## src/rtl/tgl_ram_pkg.sv

```systemverilog
package tgl_ram_pkg;
  localparam int unsigned WORD_W   = 32;
  localparam int unsigned ADDR_W   = 32;
  localparam int unsigned BYTE_W   = 8;
  localparam int unsigned DEF_DEPTH = 64;

  function automatic int unsigned idx_width(int unsigned depth);
    return (depth > 1) ? $clog2(depth) : 1;
  endfunction

  function automatic int unsigned off_width(int unsigned word_w);
    return (word_w > BYTE_W) ? $clog2(word_w / BYTE_W) : 0;
  endfunction
endpackage

```

## src/rtl/tgl_ram_req.sv

```systemverilog
module tgl_ram_req (
  input  logic clk_i,
  input  logic rst_ni,
  input  logic req_tgl_i,
  output logic fire_o,
  output logic copy_o
);
  logic copy_q;

  // mismatch between request line and copy arms one access
  assign fire_o = rst_ni && (req_tgl_i != copy_q);
  assign copy_o = copy_q;

  always_ff @(negedge clk_i or negedge rst_ni) begin
    if (!rst_ni)     copy_q <= 1'b0;
    else if (fire_o) copy_q <= req_tgl_i;
  end
endmodule

```

## src/rtl/tgl_ram_store.sv

```systemverilog
module tgl_ram_store #(
  parameter int unsigned DATA_W = 32,
  parameter int unsigned DEPTH  = 64,
  parameter int unsigned IDX_W  = 6
) (
  input  logic              clk_i,
  input  logic              en_i,
  input  logic              we_i,
  input  logic [IDX_W-1:0]  idx_i,
  input  logic [DATA_W-1:0] wdata_i,
  output logic [DATA_W-1:0] rdata_o
);
  logic [DATA_W-1:0] mem [DEPTH];

  // sole access point of the array
  always_ff @(negedge clk_i) begin
    if (en_i) begin
      if (we_i) mem[idx_i] <= wdata_i;
      else      rdata_o    <= mem[idx_i];
    end
  end
endmodule

```

## src/rtl/tgl_ram.sv

```systemverilog
module tgl_ram #(
  parameter int unsigned DEPTH = tgl_ram_pkg::DEF_DEPTH
) (
  input  logic        clk_i,
  input  logic        rst_ni,
  input  logic        req_tgl_i,
  input  logic        wr_i,
  input  logic [31:0] addr_i,
  input  logic [31:0] wdata_i,
  output logic [31:0] rdata_o
);
  localparam int unsigned DATA_W = tgl_ram_pkg::WORD_W;
  localparam int unsigned OFF_W  = tgl_ram_pkg::off_width(DATA_W);
  localparam int unsigned IDX_W  = tgl_ram_pkg::idx_width(DEPTH);

  logic             acc_fire;
  logic             req_copy;
  logic [IDX_W-1:0] word_idx;

  assign word_idx = addr_i[IDX_W+OFF_W-1:OFF_W];

  tgl_ram_req u_req (
    .clk_i     (clk_i),
    .rst_ni    (rst_ni),
    .req_tgl_i (req_tgl_i),
    .fire_o    (acc_fire),
    .copy_o    (req_copy)
  );

  tgl_ram_store #(
    .DATA_W (DATA_W),
    .DEPTH  (DEPTH),
    .IDX_W  (IDX_W)
  ) u_store (
    .clk_i   (clk_i),
    .en_i    (acc_fire),
    .we_i    (wr_i),
    .idx_i   (word_idx),
    .wdata_i (wdata_i),
    .rdata_o (rdata_o)
  );
endmodule

```

## config.mk

```make
export PLATFORM = sky130hd
export DESIGN_NAME = tgl_ram
export DESIGN_NICKNAME = d
export VERILOG_FILES = /design/src/rtl/tgl_ram_pkg.sv /design/src/rtl/tgl_ram_req.sv /design/src/rtl/tgl_ram_store.sv /design/src/rtl/tgl_ram.sv
export SDC_FILE = /design/constraint.sdc
export NUM_CORES = 2
export LEC_CHECK = 0
export BUFFER_PORTS_ARGS = -buffer_cell sky130_fd_sc_hd__buf_2
export CORE_MARGIN = 1.5
export CORE_UTILIZATION = 30
export DETAILED_ROUTE_END_ITERATION = 6
export SLEW_MARGIN = 20
export SYNTH_ARGS = -nofsm -noshare
export SYNTH_HDL_FRONTEND = slang
export SYNTH_SLANG_ARGS = --single-unit
```

## constraint.sdc

```tcl
create_clock -name clk_i -period 3.7 [get_ports clk_i]
set_input_delay 0.555 -clock clk_i [delete_from_list [all_inputs] [get_ports clk_i]]
set_output_delay 0.555 -clock clk_i [all_outputs]
set_load 0.02 [all_outputs]
```

* Word level (Yosys, flattened, before mapping)
Memories as Yosys holds them, arrays and structs flattened. A register that Yosys moved wholly into a read port is not among the register bits.
Index checks and enable logic that the tools add are counted.
** Word-level totals
- Logic and storage cells :: 9
- Memories :: 1
- Bits in latches :: 0
- Register bits :: 1
- RAM bits :: 2048
- Output and inout port bits :: 32
- ROM bits :: 0
** Memories
- u_store.mem :: depth 64, bits a word 32, read ports 1, clocked after memory_dff 1, write ports 1, line tgl_ram_store.sv:13 : logic [DATA_W-1:0] mem [DEPTH];
** Cells by class
- Div/mod/pow operators :: 0
- Add/subtract/negate cells :: 0
- Multiplexer cells :: 3
- Bitwise logic cells :: 1
- Eq/ne operators :: 1
- Reduce and logical (&&, ||, !) cells :: 2
- Shift operators :: 0
- $lt $le $gt $ge :: 0
- Multipliers :: 0
** Operator list (count)
- 1-bit two-way mux :: 3
- 2-bit AND reduction :: 1
- 1-bit logical AND :: 1
- 1-bit inequality test :: 1
- 1-bit inverter :: 1

* Longest topological paths before layout
- Depth in word-level cells :: 4
- Depth in mapped cells :: 11

* Hierarchy
From an unflattened synthesis, not the netlist that was laid out.
** Unflattened totals
- Cell total of the unflattened synthesis :: 4472
- Area, all modules :: 78933.2 µm²
** By module, submodules not included
- tgl_ram_store :: instances 1, area an instance 78881.9 µm², cells each 4468, seq. area each 62459.9 µm²
- tgl_ram_req :: instances 1, area an instance 51.3 µm², cells each 4, seq. area each 25.0 µm²

==> metrics.md <==
| Metric | Value |
|---|---|
| Status | finished, violations left |
| Failing checks | DRC, setup timing |
| CTS sink cnt | around 2,100 |
| Startpoint Class | flop |
| Ys async rst share | 0.000481 |
| Util after Layout | 0.442 |
| Max stage delay on crit path | 550 ps |
| Clk_lat worst skew | about 870 ps |
| Final global-route overflow total | 0 |
| Multiplexer share of the synthesized area | 0.0430 |
| Crit path max-delay family | flip-flops |
| Sequential Power Share | 0.425 |
| Clock Skews | between 90 and 100 ps |
| Largest family of logic cells by synthesized area | compound AO/OA/AOI/OAI gates |
| Worst-path clk slew | 50 ps |
| Combinational share of power | 0.068 |
| XOR/XNOR Fraction of Synth Area | 0.000111 |
| Final WS setup | -315 ps |
| Slew @ Worst Pin | 905 ps |
| Max-Cap Viols | 0 |
| Vias | between 60,000 and 70,000 |
| Hold Path Class | flop to flop |
| Starting Density | 0.303 |
| Clk network pwr share | 0.508 |
| Die height | just over 500 µm |
| PwrDens | 537 mW/mm² |
| Post-route ant nets | 0 |
| Crit-path cells | buf_6 |
| Placed Instances | approximately 8,400 |
| Peak VDD IR | about 470 µV |
| Sw Pwr | approximately 18 mW |
| Largest net degree at the start of global routing | 65 |
| Fillers | roughly 22,000 |
| Commonest non-fill, non-tap cell in the layout | inv_1 |
| Place WS | -1520 ps |
| Post-synthesis simple-gate area fraction | 0.0307 |
| H-tree depth | 4 |
| Syn Nets | roughly 4,500 |
| Total Routing Usage GR | 0.214 |
| CP Depth | 1 |
| #FFs+latches synth | approximately 2,100 |
| First-iteration detailed-routing DRC count | between 9,000 and 10,000 |
| Nets | 7,538 |
| Post-Syn Area per Cell | between 15 and 20 µm² |
| Drc violations | 2 |
| Die ar. | roughly 0.27 mm² |
| Slew Limit Fails | 0 |
| Final setup TNS | -30,070 ps |
| Pleak | approximately 46 nW |
| Hold depth | 1 |
| Post-synthesis adder-cell area fraction | 0 |
| Final hold slack | roughly 490 ps |
| Pre-antenna DRT Iters | 7 |
| Filler-free cell count of the finished design | 11,100 |
| Post-route cell area | 0.115 mm² |
| First-pass GRT wire length | ~400,000 µm |
| Antenna violations before repair | 10 |
| P_int | roughly 44 mW |
| Most frequent cells in the layout | inv_1, edfxtp_1, buf_4, buf_12, clkbuf_16 |
| Root Driver | clkbuf_16 |
| Final total power | 61.8 mW |
| Row count | between 150 and 200 |
| Critical Path End Type | output port |
| Final wirelength | a little over 300,000 µm |
| Placed instance area | approximately 0.091 mm² |
| CTS tree | yes |
| Worst-path maximum fanout | 1 |
| Compound-cell area share of the yosys netlist | 0.113 |
| Crit path required time | between 3000 and 4000 ps |
| Port bufs | between 70 and 80 |
| Cells after synthesis | between 4,000 and 5,000 |
| Kind of critical path | flop to output port |
| Sw Share | 0.294 |
| Worst Path Buf+Inv | 1 |
| EDFF count, synth | ~2,100 |
| Slew headroom | 0.397 |
| WP data arrival | roughly 3500 ps |
| Via density | between 5 and 6 |
| Hold bufs inserted after CTS | 0 |
| I/O pins | 100 |
| Yosys warns | 0 |
| Netlist cell types | 58 |
| Die X-Extent | 515 µm |
| HPWL Detailed | 164,000 µm |
| Core ar. | ~0.26 mm² |
| WL/cell | ~27 µm |
| CP max-delay cell | edfxtp_1 |
| Post-Syn Area | about 0.08 mm² |
| Gpl congestion | 0.861 |
| RSZ-0062 raised after global routing | true |
| Top FF cell, synth | edfxtp_1 |
| Share of layout cells above drive strength 1 | 0.278 |
| Seq/Total Area, Yosys | 0.793 |
| Layout area overhead | 46.0% |
| CTS buffer count | ~210 |
| Worst Reg-to-Reg Cells | 4 |
| CTS Buffer Depth | 3 |
| # setup viols final | slightly above 500 |
| Vias in the first global route | between 60,000 and 70,000 |
| Final Hold Viols | 0 |
[per-layer routing]
layer,vias up,track usage,part of all wire,routed length [µm]
li1,24700,-,-,-
met1,30100,0.253,0.35,106000
met2,4634,0.339,0.47,144000
met3,911,0.0606,0.11,34200
met4,4,0.141,0.064,19300
met5,-,0,0.000046,14
[sequential cells by signal, summed over array words and instances (netlist names)]
register	count
u_store.mem	2048
u_req.copy_o	1
u_store.rdata_o	32
[area by class of cell]
type	instances	area, µm²	share of cell area
antenna	9	22.5	0.000196
clock inverter	2249	9680	0.0841
inverter	3	35.0	0.000305
sequential	2081	62500	0.543
tap	3496	4370	0.0380
timing repair buffer	1076	14300	0.124
clock buffer	209	5230	0.0455
multi-input combinational	2021	18900	0.165
[synth_stat cells, types with 5 or more instances]
| cell type | n | share of area |
|---|---|---|
| nand2_1 | 104 | 0.0050 |
| or2_2 | 6 | 0.00048 |
| or4_1 | 17 | 0.0016 |
| buf_1 | 33 | 0.0016 |
| and3_1 | 7 | 0.00056 |
| nand4_1 | 13 | 0.0010 |
| o22ai_1 | 134 | 0.011 |
| a221oi_1 | 370 | 0.041 |
| buf_6 | 13 | 0.0019 |
| nand4b_1 | 5 | 0.00056 |
| mux2i_1 | 193 | 0.025 |
| o2bb2ai_1 | 8 | 0.00089 |
| nor4b_1 | 5 | 0.00056 |
| a21oi_1 | 139 | 0.0088 |
| a31oi_1 | 17 | 0.0013 |
| clkbuf_1 | 127 | 0.0061 |
| edfxtp_1 | 2080 | 0.79 |
| mux4_2 | 42 | 0.012 |
| nor2_1 | 243 | 0.012 |
| nor3b_1 | 6 | 0.00057 |
| o21ai_0 | 139 | 0.0088 |
| buf_4 | 21 | 0.0020 |
| o211ai_1 | 9 | 0.00086 |
| a22o_1 | 18 | 0.0020 |
| a222oi_1 | 8 | 0.0010 |
| a211oi_1 | 12 | 0.0011 |
| buf_2 | 135 | 0.0086 |
| o21ai_1 | 16 | 0.0010 |
| nor3_1 | 33 | 0.0021 |
| o221ai_1 | 29 | 0.0032 |
| o32ai_1 | 11 | 0.0012 |
| a22oi_1 | 278 | 0.026 |
| nand2b_1 | 8 | 0.00064 |
| nand3_1 | 21 | 0.0013 |
| or3_1 | 17 | 0.0013 |
| mux2_2 | 45 | 0.0064 |
| and4_1 | 7 | 0.00078 |
| nor2b_1 | 16 | 0.0013 |
| a221oi_2 | 11 | 0.0021 |
[path summary, 6_finish.rpt]
check,from,to,slack (ps)
min,u_req.copy_o$_DFFE_NN0P_,u_req.copy_o$_DFFE_NN0P_,490
min in group asynchronous,rst_ni,u_req.copy_o$_DFFE_NN0P_,1390
max,u_store.rdata_o[15]$_DFFE_NP_,rdata_o[15],-310
max in group asynchronous,rst_ni,u_req.copy_o$_DFFE_NN0P_,2180
min reg2reg,u_req.copy_o$_DFFE_NN0P_,u_req.copy_o$_DFFE_NN0P_,490
max reg2reg,u_store.mem[60][27]$_DFFE_NP_,u_store.rdata_o[27]$_DFFE_NP_,1410
[cells by family (layout without fill, tap and decap cells)]
| kind of cell | after synthesis | after routing |
|---|---|---|
| AOI/OAI and AO/OA | 1217 | 1217 |
| buffers and inverters | 333 | 3537 |
| xor gates and xnor gates | 1 | 1 |
| and+or+nand+nor | 523 | 523 |
| other | 0 | 9 |
| muxes | 280 | 280 |
| DFF | 2081 | 2081 |
[power groups by stage]
| stage | combinational, mW | sequential, mW | clock (mW) |
|---|---|---|---|
| detailed placement | 2.99 | 26.5 | 3.32 |
| floorplan | 1.27 | 26.5 | 3.32 |
| global placement | 2.96 | 26.5 | 3.32 |
| CTS | 3.67 | 26.2 | 31.6 |
| finish | 4.17 | 26.2 | 31.4 |
| global route | 4.28 | 26.2 | 34.4 |
[repair_timing]
action                                   CTS  global route
pin swaps                                168           244
setup buffers                            137           131
endpoints found under the setup margin  1312           690
gates cloned                              53            37
gates resized for setup                  589           548
Note: power is estimated with default switching activity, not from simulation.
